File: src/rtl/ldm_pkg.sv
package ldm_pkg;

  typedef enum logic [1:0] {
    MODE_LO32 = 2'd0,
    MODE_HI32 = 2'd1,
    MODE_W64  = 2'd2,
    MODE_W64B = 2'd3
  } ldm_mode_e;

  // True when the mode moves 8-byte elements.
  function automatic logic mode_is_wide(input logic [1:0] m);
    return m[1];
  endfunction

  // Element size in bytes.
  function automatic logic [3:0] elem_bytes(input logic [1:0] m);
    return mode_is_wide(m) ? 4'd8 : 4'd4;
  endfunction

  // Byte offset of element n from the base.
  function automatic logic [15:0] elem_offset(input logic [7:0] n, input logic [1:0] m);
    return 16'(n) * 16'(elem_bytes(m));
  endfunction

endpackage

File: src/rtl/ldm_addr_gen.sv
module ldm_addr_gen
  import ldm_pkg::*;
#(
  parameter int AW = 32,
  parameter int IW = 4
) (
  input  logic          clk,
  input  logic          rst_n,
  input  logic          load,
  input  logic [AW-1:0] base_in,
  input  logic [1:0]    mode_in,
  input  logic [1:0]    mode_q,
  input  logic [IW-1:0] span,
  input  logic          advance,
  input  logic          sel_last,
  output logic [AW-1:0] addr
);
  logic [AW-1:0] base_q;
  logic [AW-1:0] ptr_q;
  logic [AW-1:0] last_addr;

  always_ff @(posedge clk) begin
    if (!rst_n) begin
      base_q <= '0;
      ptr_q  <= '0;
    end else if (load) begin
      base_q <= base_in;
      ptr_q  <= base_in;
    end else if (advance) begin
      ptr_q <= ptr_q + AW'(elem_bytes(mode_q));
    end
  end

  assign last_addr = base_q + AW'(elem_offset(8'(span), mode_q));
  assign addr      = sel_last ? last_addr : ptr_q;

  logic unused_mode;
  assign unused_mode = ^mode_in;
endmodule

File: src/rtl/ldm_pack.sv
module ldm_pack
  import ldm_pkg::*;
#(
  parameter int DW = 64
) (
  input  logic [1:0]    mode,
  input  logic [DW-1:0] raw,
  output logic [DW-1:0] data,
  output logic [1:0]    mask
);
  localparam int HW = DW / 2;

  always_comb begin
    if (mode_is_wide(mode)) begin
      data = raw;
      mask = 2'b11;
    end else if (mode == MODE_HI32) begin
      data = {raw[HW-1:0], {HW{1'b0}}};
      mask = 2'b10;
    end else begin
      data = {{HW{1'b0}}, raw[HW-1:0]};
      mask = 2'b01;
    end
  end
endmodule

File: src/rtl/ldm_ctrl.sv
module ldm_ctrl
  import ldm_pkg::*;
#(
  parameter int IW = 4,
  parameter int DW = 64
) (
  input  logic          clk,
  input  logic          rst_n,
  input  logic          start,
  input  logic [IW-1:0] first_in,
  input  logic [IW-1:0] last_in,
  input  logic [1:0]    mode_in,
  input  logic          rsp_valid,
  input  logic          rsp_fault,
  input  logic [DW-1:0] rsp_data,
  output logic          busy,
  output logic          done,
  output logic          fault,
  output logic          mem_req,
  output logic          sel_last,
  output logic          load,
  output logic          advance,
  output logic [IW-1:0] span,
  output logic [1:0]    mode_q,
  output logic          rf_we,
  output logic [IW-1:0] rf_idx,
  output logic [DW-1:0] raw_data,
  output logic          ev_probe_fault,
  output logic          ev_commit,
  output logic          ev_mid_write
);
  typedef enum logic [3:0] {
    S_IDLE, S_RQ_FIRST, S_WT_FIRST, S_RQ_LAST, S_WT_LAST,
    S_WR_FIRST, S_WR_LAST, S_RQ_MID, S_WT_MID, S_DONE, S_FAULT
  } st_e;

  st_e           st;
  logic [IW-1:0] first_q, last_q, cur_q;
  logic [DW-1:0] hold_first, hold_last;
  logic          single, pair, mid_last;

  assign span     = last_q - first_q;
  assign single   = (span == '0);
  assign pair     = (span == IW'(1));
  assign mid_last = (IW'(cur_q + IW'(1)) == last_q);

  assign load           = start && (st == S_IDLE);
  assign busy           = (st != S_IDLE);
  assign done           = (st == S_DONE);
  assign fault          = (st == S_FAULT);
  assign mem_req        = (st == S_RQ_FIRST) || (st == S_RQ_LAST) || (st == S_RQ_MID);
  assign sel_last       = (st == S_RQ_LAST);
  assign ev_probe_fault = rsp_valid && rsp_fault && ((st == S_WT_FIRST) || (st == S_WT_LAST));
  assign ev_commit      = (st == S_WR_FIRST);
  assign ev_mid_write   = (st == S_WT_MID) && rsp_valid;
  assign advance        = ((st == S_WR_LAST) && !pair) || ev_mid_write;

  assign rf_we = (st == S_WR_FIRST) || (st == S_WR_LAST) || ev_mid_write;

  always_comb begin
    unique case (st)
      S_WR_FIRST: begin rf_idx = first_q; raw_data = hold_first; end
      S_WR_LAST:  begin rf_idx = last_q;  raw_data = hold_last;  end
      default:    begin rf_idx = cur_q;   raw_data = rsp_data;   end
    endcase
  end

  always_ff @(posedge clk) begin
    if (!rst_n) begin
      st         <= S_IDLE;
      first_q    <= '0;
      last_q     <= '0;
      cur_q      <= '0;
      mode_q     <= MODE_LO32;
      hold_first <= '0;
      hold_last  <= '0;
    end else begin
      unique case (st)
        S_IDLE: if (start) begin
          first_q <= first_in;
          last_q  <= last_in;
          mode_q  <= mode_in;
          st      <= S_RQ_FIRST;
        end
        S_RQ_FIRST: st <= S_WT_FIRST;
        S_WT_FIRST: if (rsp_valid) begin
          if (rsp_fault) st <= S_FAULT;
          else begin
            hold_first <= rsp_data;
            st         <= single ? S_WR_FIRST : S_RQ_LAST;
          end
        end
        S_RQ_LAST: st <= S_WT_LAST;
        S_WT_LAST: if (rsp_valid) begin
          if (rsp_fault) st <= S_FAULT;
          else begin
            hold_last <= rsp_data;
            st        <= S_WR_FIRST;
          end
        end
        S_WR_FIRST: st <= single ? S_DONE : S_WR_LAST;
        S_WR_LAST: begin
          cur_q <= first_q + IW'(1);
          st    <= pair ? S_DONE : S_RQ_MID;
        end
        S_RQ_MID: st <= S_WT_MID;
        S_WT_MID: if (rsp_valid) begin
          cur_q <= cur_q + IW'(1);
          st    <= mid_last ? S_DONE : S_RQ_MID;
        end
        S_DONE:  st <= S_IDLE;
        S_FAULT: st <= S_IDLE;
        default: st <= S_IDLE;
      endcase
    end
  end
endmodule

File: src/rtl/ldm_sequencer.sv
module ldm_sequencer
  import ldm_pkg::*;
#(
  parameter int AW   = 32,
  parameter int DW   = 64,
  parameter int NREG = 16
) (
  input  logic                    clk,
  input  logic                    rst_n,
  input  logic                    start,
  input  logic [$clog2(NREG)-1:0] first_idx,
  input  logic [$clog2(NREG)-1:0] last_idx,
  input  logic [AW-1:0]           base_addr,
  input  logic [1:0]              mode,
  output logic                    busy,
  output logic                    done,
  output logic                    fault,
  output logic                    mem_req,
  output logic [AW-1:0]           mem_addr,
  input  logic                    mem_rsp_valid,
  input  logic [DW-1:0]           mem_rsp_data,
  input  logic                    mem_rsp_fault,
  output logic                    rf_we,
  output logic [$clog2(NREG)-1:0] rf_idx,
  output logic [1:0]              rf_wmask,
  output logic [DW-1:0]           rf_data
);
  localparam int IW = $clog2(NREG);

  logic          load, advance, sel_last;
  logic [IW-1:0] span;
  logic [1:0]    mode_q;
  logic [DW-1:0] raw_data;
  logic          ev_probe_fault, ev_commit, ev_mid_write;

  ldm_ctrl #(.IW(IW), .DW(DW)) u_ctrl (
    .clk(clk), .rst_n(rst_n), .start(start),
    .first_in(first_idx), .last_in(last_idx), .mode_in(mode),
    .rsp_valid(mem_rsp_valid), .rsp_fault(mem_rsp_fault), .rsp_data(mem_rsp_data),
    .busy(busy), .done(done), .fault(fault), .mem_req(mem_req),
    .sel_last(sel_last), .load(load), .advance(advance), .span(span),
    .mode_q(mode_q), .rf_we(rf_we), .rf_idx(rf_idx), .raw_data(raw_data),
    .ev_probe_fault(ev_probe_fault), .ev_commit(ev_commit), .ev_mid_write(ev_mid_write)
  );

  ldm_addr_gen #(.AW(AW), .IW(IW)) u_addr (
    .clk(clk), .rst_n(rst_n), .load(load), .base_in(base_addr),
    .mode_in(mode), .mode_q(load ? mode : mode_q), .span(span),
    .advance(advance), .sel_last(sel_last), .addr(mem_addr)
  );

  ldm_pack #(.DW(DW)) u_pack (
    .mode(mode_q), .raw(raw_data), .data(rf_data), .mask(rf_wmask)
  );
endmodule

File: config.mk
export PLATFORM = sky130hd
export DESIGN_NAME = ldm_sequencer
export DESIGN_NICKNAME = d
export VERILOG_FILES = /design/src/rtl/ldm_pkg.sv /design/src/rtl/ldm_addr_gen.sv /design/src/rtl/ldm_pack.sv /design/src/rtl/ldm_ctrl.sv /design/src/rtl/ldm_sequencer.sv
export SDC_FILE = /design/constraint.sdc
export NUM_CORES = 1
export LEC_CHECK = 0
export BUFFER_PORTS_ARGS = -buffer_cell sky130_fd_sc_hd__buf_2
export CAP_MARGIN = 5
export CORE_MARGIN = 4
export CORE_UTILIZATION = 58
export CTS_BUF_LIST = sky130_fd_sc_hd__clkbuf_8
export DETAILED_ROUTE_END_ITERATION = 6
export GPL_TIMING_DRIVEN = 0
export PLACE_DENSITY = 0.92
export SLEW_MARGIN = 40
export SYNTH_ARGS = -nofsm -noshare
export SYNTH_HDL_FRONTEND = slang
export SYNTH_HIERARCHICAL = 1
export SYNTH_SLANG_ARGS = --single-unit
File: constraint.sdc
create_clock -name clk -period 4.9 [get_ports clk]
set_clock_uncertainty 0.05 [all_clocks]
set_input_delay 0.49 -clock clk [delete_from_list [all_inputs] [get_ports clk]]
set_output_delay 0.49 -clock clk [all_outputs]
set_load 0.05 [all_outputs]
==> results.py, run 1 <==
metrics = {
    "power": {
        "ir_drop_mv": 0.471,
        "pwr_density_cell_mw_per_mm2": 486,
        "p_leak_nw": 5.83,
    },
    "global_routing": {
        "grt_first_pass_wirelength_um": 61800,
        "grt_max_degree": 11,
        "overflow": 0,
        "gr-usage-met2": 0.572,
        "grt_pass1_vias": 11900,
        "met1_usage": 0.412,
        "top_usage_layer": "met2",
        "antenna_found_initial": 7,
        "grt_use_met3": 0.0771,
        "grt_usage": 0.344,
    },
    "clock_tree": {
        "clockBufferDepth": 3,
        "cts_buffers": 35,
        "root_buffer": "clkbuf_8",
        "cts.sinks": 210,
        "path_clk_slew_ns": 0.06,
        "htreeDepth": 2,
        "insertion_delay_ns": 0.53,
        "ctsHoldBuffers": 0,
        "cts_tree": "done",
    },
    "floorplan": {
        "start_util": 0.598,
        "core-area_mm2": 0.0197,
        "ios": 218,
        "die_height_um": 151,
        "die_x_um": 151,
        "rows": 51,
        "die_area_mm2": 0.0227,
    },
    "synth": {
        "yosysWarnings": 6,
        "postSynthCellCount": 1584,
        "synth_fp_nets": 1717,
        "synth_area_mm2": 0.0118,
        "avgSynthCellArea_um2": 7.44,
    },
    "detailed_routing": {
        "drtIter0Drc": 1499,
        "first_pass_iters": 7,
        "wl_um": 40700,
        "wl_per_cell_um": 19.1,
        "vias": 12800,
        "drc": 1,
        "via_per_inst": 5.99,
        "postRouteAntennaNets": 0,
    },
    "min_path": {
        "hp-class": "primary input to flop",
    },
    "cells_and_area": {
        "drive_gt1_frac": 0.201,
        "final_util": 0.713,
        "nNetsFinal": 1975,
        "syn2layout_area_growth_pct": 19.3,
    },
    "placement": {
        "pre_cts_ws_ns": -0.237,
        "hpwl_um": 30100,
        "gp_congestion": 0.973,
        "io_buffers": 217,
    },
    "run_status": {
        "violations": "DRC",
        "outcome": "finished with violations",
    },
    "critical_path": {
        "cp.required_ns": 4.36,
        "cp-end-kind": "output port",
        "path_max_fanout": 10,
        "reg2reg_slack_ns": 1.21,
        "cp.arrival_ns": 4.19,
        "crit_type": "flop to output port",
        "cp-start-kind": "flop",
    },
    "timing": {
        "setup_viol": 0,
        "tightestPinTransition_ns": 0.778,
        "max_freq_mhz": 212,
        "relSlewSlack": 0.481,
        "period_minus_slack_ns": 4.73,
        "finalCritPeriodShare": 0.965,
        "drv_slew": 0,
        "final_hold_viol_count": 0,
        "setup_ws_ns": 0.173,
    },
    "flow_run": {
        "maxCapViolCount": 0,
    },
}
[where the power goes]
| group | internal (mW) | leakage, nW | switching, mW |
|---|---|---|---|
| clock | 0.826 | 0.395 | 0.693 |
| combinational | 1.01 | 3.73 | 2.13 |
| sequential | 1.92 | 1.71 | 0.253 |
| total | 3.75 | 5.83 | 3.07 |
[area by class of cell]
class,instances,area (um^2)
multi-input cells,1239,7060
diodes,1,2.50
plain buffers,113,526
repair buffers,223,1180
inverters,20,75.1
well taps,265,332
clock inverters,17,98.8
clock buffers,42,578
flip-flops and latches,210,4210
fillers,1600,5660
[worst max-delay path, cell delays in order (launching register included)]
cell     delay, ns
dfxtp_2       0.34
buf_4         0.18
nor2_4        0.10
nand3_2       0.10
buf_6         0.13
inv_1         0.07
mux2_4        0.34
mux2_2        0.31
ha_4          0.22
ha_4          0.17
fa_2          0.40
a21o_4        0.24
a221o_2       0.41
nand3_1       0.12
xor2_1        0.07
a21oi_1       0.19
buf_4         0.24
[placed cells by master (no fill, tap or decap), types with 21 or more instances in the layout]
cell,instances
clkbuf_8,42
a21boi_0,61
and2_1,35
a21oi_1,120
o21ai_0,60
inv_1,31
xnor2_1,21
clkbuf_1,66
nand3_1,31
a22oi_1,72
buf_2,238
xor2_1,41
dfxtp_1,207
nor2_1,72
mux2i_1,32
nand2_1,493
[stage by stage]
| stage | power (mW) | cells | instance area [um^2] | hold WS, ns | TNS, ns |
|---|---|---|---|---|---|
| 2_1_floorplan | 4.37 | 1584 | 11800 | 0.386 | 0 |
| 3_3_place_gp | 5.07 | 2066 | 13200 | 0.391 | -0.899 |
| 3_5_place_dp | 5.13 | 2066 | 13200 | 0.396 | -1.10 |
| 4_1_cts | 6.73 | 2128 | 14000 | 0.132 | 0 |
| 5_1_grt | 7.14 | 2130 | 14100 | 0.145 | -0.0529 |
| 6_report | 6.83 | 2130 | 14100 | 0.155 | 0 |
[registers in the layout (all words and copies together), names as in the netlist, 4 cells and up]
signal / flops
u_ctrl/first_q: 4
u_addr/base_q: 32
u_addr/ptr_q: 32
u_ctrl/hold_last: 64
u_ctrl/st: 4
u_ctrl/hold_first: 64
u_ctrl/last_q: 4
u_ctrl/cur_q: 4
[final timing paths]
kind	start	endpoint	cells after the start
worst max-delay path	u_ctrl/st[0]	mem_addr[13]	16
worst min-delay path	last_idx[1]	u_ctrl/last_q[1]	3
worst max register to register	u_ctrl/first_q[0]	u_addr/ptr_q[12]	13
worst min register to register	u_ctrl/hold_last[54]	u_ctrl/hold_last[54]	2
[routing by layer]
layer / wire, um / vias up
li1: - / 5895
met1: 14700 / 5803
met2: 18600 / 894
met3: 5050 / 165
met4: 2300 / 12
met5: 66 / -
[repair_timing]
| action | in CTS | in global routing |
|---|---|---|
| setup buffers | 4 | 2 |
| endpoints found under the setup margin | 24 | 22 |
| cloned | 0 | 0 |
| pin swaps | 6 | 6 |
| resized for setup | 21 | 22 |
Note: power is estimated with default switching activity, not from simulation.
==> run 2: changes to the inputs <==
--- a/config.mk
+++ b/config.mk
@@ -5,14 +5,14 @@
 export SDC_FILE = /design/constraint.sdc
 export NUM_CORES = 1
 export LEC_CHECK = 0
-export BUFFER_PORTS_ARGS = -buffer_cell sky130_fd_sc_hd__buf_2
 export CAP_MARGIN = 5
 export CORE_MARGIN = 4
-export CORE_UTILIZATION = 58
+export CORE_UTILIZATION = 62
 export CTS_BUF_LIST = sky130_fd_sc_hd__clkbuf_8
 export DETAILED_ROUTE_END_ITERATION = 6
+export DONT_BUFFER_PORTS = 1
 export GPL_TIMING_DRIVEN = 0
-export PLACE_DENSITY = 0.92
+export PLACE_DENSITY = 0.87
 export SLEW_MARGIN = 40
 export SYNTH_ARGS = -nofsm -noshare
 export SYNTH_HDL_FRONTEND = slang
==> run 2 against run 1 <==
- the flow still finishes with violations (DRC)
- register-to-register slack lost 0.16 ns
- setup slack worse by 0.15 ns
- largest power group unchanged
- non-clock buffer count is 214 lower
- total power up 2.0%
- via count down 5.1%
- critical path depth shrank 4
==> results.py, run 2 (same netlist as run 1, synthesis figures left out) <==
metrics = {
    "run_status": {
        "outcome": "finished with violations",
        "violations": "DRC",
    },
    "floorplan": {
        "die_area_mm2": 0.0213,
        "start_util": 0.630,
        "die_height_um": 146,
        "die_x_um": 146,
        "rows": 50,
        "core-area_mm2": 0.0187,
        "ios": 218,
    },
    "cells_and_area": {
        "stdcell_area_mm2": 0.0134,
        "layout_common_cells": "nand2_1 (493), dfxtp_1 (206), a21oi_1 (104)",
        "top_regs": "u_ctrl/hold_first: 64 flops, u_ctrl/hold_last: 64 flops",
        "nNetsFinal": 1762,
        "antenna_cells": 0,
        "syn2layout_area_growth_pct": 13.9,
        "final_common_cell": "nand2_1",
        "final_util": 0.717,
        "drive_gt1_frac": 0.137,
        "multi_input_area_mm2": 0.00745,
        "filler_cell_count": 1451,
        "seq_area_mm2": 0.00421,
    },
    "power": {
        "ir_drop_mv": 0.374,
        "pwr_density_cell_mw_per_mm2": 519,
        "p_leak_nw": 5.03,
    },
    "detailed_routing": {
        "first_pass_iters": 7,
        "via_per_inst": 6.42,
        "wl_per_cell_um": 21.7,
        "postRouteAntennaNets": 0,
        "drc": 2,
        "vias": 12100,
        "drtIter0Drc": 1349,
        "wl_um": 40900,
    },
    "global_routing": {
        "grt_usage": 0.350,
        "antenna_found_initial": 0,
        "grt_first_pass_wirelength_um": 60600,
        "grt_max_degree": 18,
        "grt_pass1_vias": 11400,
        "overflow": 0,
    },
    "timing": {
        "relSlewSlack": 0.423,
        "period_minus_slack_ns": 4.88,
        "final_hold_viol_count": 0,
        "tightestPinTransition_ns": 0.861,
        "setup_tns_ns": 0,
        "max_freq_mhz": 205,
        "finalCritPeriodShare": 0.995,
        "setup_viol": 0,
        "drv_slew": 0,
    },
    "min_path": {
        "hp-class": "primary input to flop",
        "hp-start": "mem_rsp_valid",
    },
    "critical_path": {
        "slowest_stage": "dfxtp_1",
        "critPathTopFamily": "compound AO/OA/AOI/OAI gates",
        "worst-path-buf-inv": 1,
        "cp.arrival_ns": 4.34,
        "reg2reg_from": "u_ctrl/first_q[0]",
        "cpPeakStageDelay_ns": 0.47,
        "path_max_fanout": 10,
        "cp-end-kind": "output port",
        "cp.required_ns": 4.36,
        "crit_type": "flop to output port",
        "cp_cell_sequence": "ha_1 > inv_1 > fa_1 > xor2_1 > mux2_2 > ha_1 > ha_1 > o211a_1 > a211o_4 > nand3_1 > o21ai_0 > a31oi_4",
        "cp-start-kind": "flop",
        "cp_common_cell": "ha_1",
        "crit_start": "u_ctrl/first_q[0]",
    },
    "placement": {
        "gp_congestion": 0.992,
        "io_buffers": 0,
        "hpwl_um": 28800,
        "postPlaceCellArea_mm2": 0.0123,
    },
    "clock_tree": {
        "htreeDepth": 2,
        "path_clk_slew_ns": 0.05,
        "insertion_delay_ns": 0.53,
        "root_buffer": "clkbuf_8",
        "cts.sinks": 210,
        "clockBufferDepth": 3,
        "cts_buffers": 36,
        "cts_tree": "done",
        "ctsHoldBuffers": 0,
    },
    "flow_run": {
        "maxCapViolCount": 0,
    },
}
-- run 2: where the power goes --
part	switching (mW)	internal, mW	total (mW)
clock	0.736	0.968	1.70
sequential	0.271	1.92	2.19
combinational	2.17	0.893	3.06
-- run 2: metrics by stage --
step	cells	hold WS, ns	setup WS [ns]	power, mW
after detailed placement	1818	0.396	-0.369	4.96
final	1888	0.0298	0.0225	6.96
after global routing	1888	0.000717	-0.0725	7.25
after global placement	1818	0.391	-0.577	4.80
after floorplan	1584	0.386	0.00354	4.37
after CTS	1885	0.00512	-0.00614	6.78
-- run 2: worst paths after layout --
kind	end	slack (ns)	cells past startpoint
worst max-delay path	mem_addr[30]	0.02	12
worst min-delay path	u_ctrl/st[1]	0.03	1
worst max register to register	u_addr/ptr_q[10]	1.05	13
worst min register to register	u_ctrl/hold_last[62]	0.40	2
-- run 2: per-layer routing --
layer  vias to the layer above  share of wire  track usage
li1                       5466              -            -
met5                         -              0            0
met4                         0          0.063        0.191
met3                       212           0.13        0.121
met2                       853           0.46        0.586
met1                      5584           0.35        0.393
-- run 2: layout make-up --
type | instances | area share
Multi-Input combinational cell | 1239 | 0.555
Timing Repair Buffer | 10 | 0.00653
Clock inverter | 9 | 0.00336
Clock buffer | 54 | 0.0554
Sequential cell | 210 | 0.314
Tap cell | 234 | 0.0218
Buffer | 112 | 0.0387
Inverter | 20 | 0.00559
-- run 2: repair_timing --
action,in CTS,in global routing
gates resized for setup,25,20
endpoints found under the setup margin,24,23
setup buffers,6,4
pin swaps,6,6
==> run 3: changes to the inputs <==
--- a/config.mk
+++ b/config.mk
@@ -12,7 +12,9 @@
 export DETAILED_ROUTE_END_ITERATION = 6
 export DONT_BUFFER_PORTS = 1
 export GPL_TIMING_DRIVEN = 0
+export MAX_ROUTING_LAYER = met4
 export PLACE_DENSITY = 0.87
+export SETUP_SLACK_MARGIN = 0.05
 export SLEW_MARGIN = 40
 export SYNTH_ARGS = -nofsm -noshare
 export SYNTH_HDL_FRONTEND = slang
==> run 3 against run 2 <==
- the flow now finishes without violations
- sequential share of layout area grew 0.15 points
- clock-buffer cell count decreased by 12
- cell count about the same
- clock power shrank 13%
- worst hold slack gained 0.0047 ns
- sequential power is essentially flat
- final area shrank 0.49%
- via count grew 0.30%
- die area stayed put
- critical path depth grew 2
- non-clock buffer count stayed put
- first-iteration DRC count rose by 11%
- highest routed layer unchanged
==> results.py, run 3 (same netlist as run 1, synthesis figures left out) <==
metrics = {
    "run_status": {
        "outcome": "finished, final reports clean",
    },
    "clock_tree": {
        "root_buffer": "clkbuf_8",
        "cts.sinks": 210,
        "cts_tree": "done",
        "htreeDepth": 2,
        "cts_buffers": 36,
        "insertion_delay_ns": 0.53,
        "clockBufferDepth": 3,
        "path_clk_slew_ns": 0.06,
    },
    "cells_and_area": {
        "nNetsFinal": 1763,
        "drive_gt1_frac": 0.134,
        "top_regs": "u_ctrl/hold_first: 64 flops, u_ctrl/hold_last: 64 flops",
        "layout_common_cells": "nand2_1 (493), dfxtp_1 (207), a21oi_1 (104)",
        "final_util": 0.714,
        "filler_cell_count": 1507,
        "stdcell_count": 1887,
        "final_common_cell": "nand2_1",
        "antenna_cells": 0,
        "stdcell_area_mm2": 0.0134,
        "syn2layout_area_growth_pct": 13.3,
    },
    "detailed_routing": {
        "via_per_inst": 6.44,
        "vias": 12200,
        "wl_um": 41000,
        "wl_per_cell_um": 21.7,
        "drtIter0Drc": 1498,
        "drc": 0,
        "postRouteAntennaNets": 0,
        "first_pass_iters": 6,
    },
    "timing": {
        "rsz0062_at_grt": "yes",
        "setup_viol": 0,
        "period_minus_slack_ns": 4.78,
        "tightestPinTransition_ns": 0.899,
        "max_freq_mhz": 209,
        "finalCritPeriodShare": 0.976,
        "holdWs_ns": 0.0345,
        "relSlewSlack": 0.399,
        "drv_slew": 0,
        "setup_tns_ns": 0,
        "setup_ws_ns": 0.120,
        "final_hold_viol_count": 0,
    },
    "power": {
        "power_mw": 6.79,
        "p_leak_nw": 5.00,
        "ir_drop_mv": 0.345,
        "pwr_density_cell_mw_per_mm2": 509,
    },
    "placement": {
        "io_buffers": 0,
        "postPlaceCellArea_mm2": 0.0123,
        "place_inst": 1818,
        "gp_congestion": 1.02,
        "hpwl_um": 29400,
        "pre_cts_ws_ns": -0.323,
    },
    "floorplan": {
        "start_util": 0.630,
        "core-area_mm2": 0.0187,
        "die_area_mm2": 0.0213,
        "die_x_um": 146,
        "ios": 218,
        "die_height_um": 146,
        "rows": 50,
    },
    "min_path": {
        "hp-class": "primary input to flop",
    },
    "critical_path": {
        "slowest_stage": "a211o_2",
        "cp-end-kind": "output port",
        "cp_cell_sequence": "buf_6 > nor2_4 > nand3_2 > buf_6 > inv_2 > mux2_4 > mux2_2 > ha_1 > ha_1 > a211o_4 > a211o_2 > nand4b_1 > xor2_1 > a21oi_4",
        "path_max_fanout": 10,
        "cp-start-kind": "flop",
        "crit_type": "flop to output port",
        "cp.required_ns": 4.36,
        "cp.arrival_ns": 4.24,
        "cpPeakStageDelay_ns": 0.43,
    },
    "flow_run": {
        "maxCapViolCount": 0,
    },
    "global_routing": {
        "grt_first_pass_wirelength_um": 62000,
        "grt_max_degree": 11,
        "antenna_found_initial": 0,
        "overflow": 0,
        "grt_usage": 0.368,
        "grt_pass1_vias": 11600,
    },
}
[run 3: cell count changes in the layout (fill, tap and decap cells not counted), moves of 2 or more]
cell | previous run | this run
clkbuf_8 | 54 | 42
inv_1 | 22 | 31
nor2_1 | 70 | 72
nor2_2 | 4 | 2
o21ai_0 | 29 | 27
[run 3: where the power goes]
| part | switching, mW | leakage (nW) | internal (mW) |
|---|---|---|---|
| combinational | 2.21 | 2.90 | 0.942 |
| sequential | 0.248 | 1.71 | 1.92 |
| clock | 0.699 | 0.398 | 0.776 |
[run 3: what timing repair did]
item | in CTS | in global routing
resized for setup | 31 | 26
setup buffers | 6 | 2
pin swaps | 6 | 10
hold buffers | 0 | 0
endpoints found under the setup margin | 24 | 23
cloned | 0 | 1
[run 3: path summary, 6_finish.rpt]
check | slack [ns] | from | cells past startpoint | end
max | 0.12 | u_ctrl/st[1] | 14 | mem_addr[26]
max reg2reg | 1.26 | u_ctrl/first_q[2] | 14 | u_addr/ptr_q[10]
min | 0.03 | mem_rsp_valid | 1 | u_ctrl/st[1]
min reg2reg | 0.41 | u_ctrl/hold_last[61] | 2 | u_ctrl/hold_last[61]
[run 3: routing by layer]
layer | vias up | global-route usage | routed length (um)
li1 | 5476 | - | -
met5 | - | - | 0
met2 | 864 | 0.595 | 19100
met4 | 0 | 0.191 | 2520
met3 | 187 | 0.106 | 5030
met1 | 5624 | 0.415 | 14300
[run 3: cell type report]
type	instances	area, um^2	share of cell area
Multi-Input combinational cell	1240	7510	0.562
Sequential cell	210	4210	0.315
Clock buffer	42	578	0.0433
Buffer	114	538	0.0403
Tap cell	234	293	0.0219
Clock inverter	19	80.1	0.00600
Inverter	20	75.1	0.00562
Timing Repair Buffer	8	72.6	0.00543
[run 3: worst max-delay path: cells and delay by family (launching register included)]
kind / cells / cell delay [ns]
flops: 1 / 0.37
xor+xnor: 1 / 0.15
mux: 2 / 0.61
compound gates: 3 / 1.21
fa+ha+maj: 2 / 0.64
buf+inv: 3 / 0.34
simple gates: 3 / 0.38
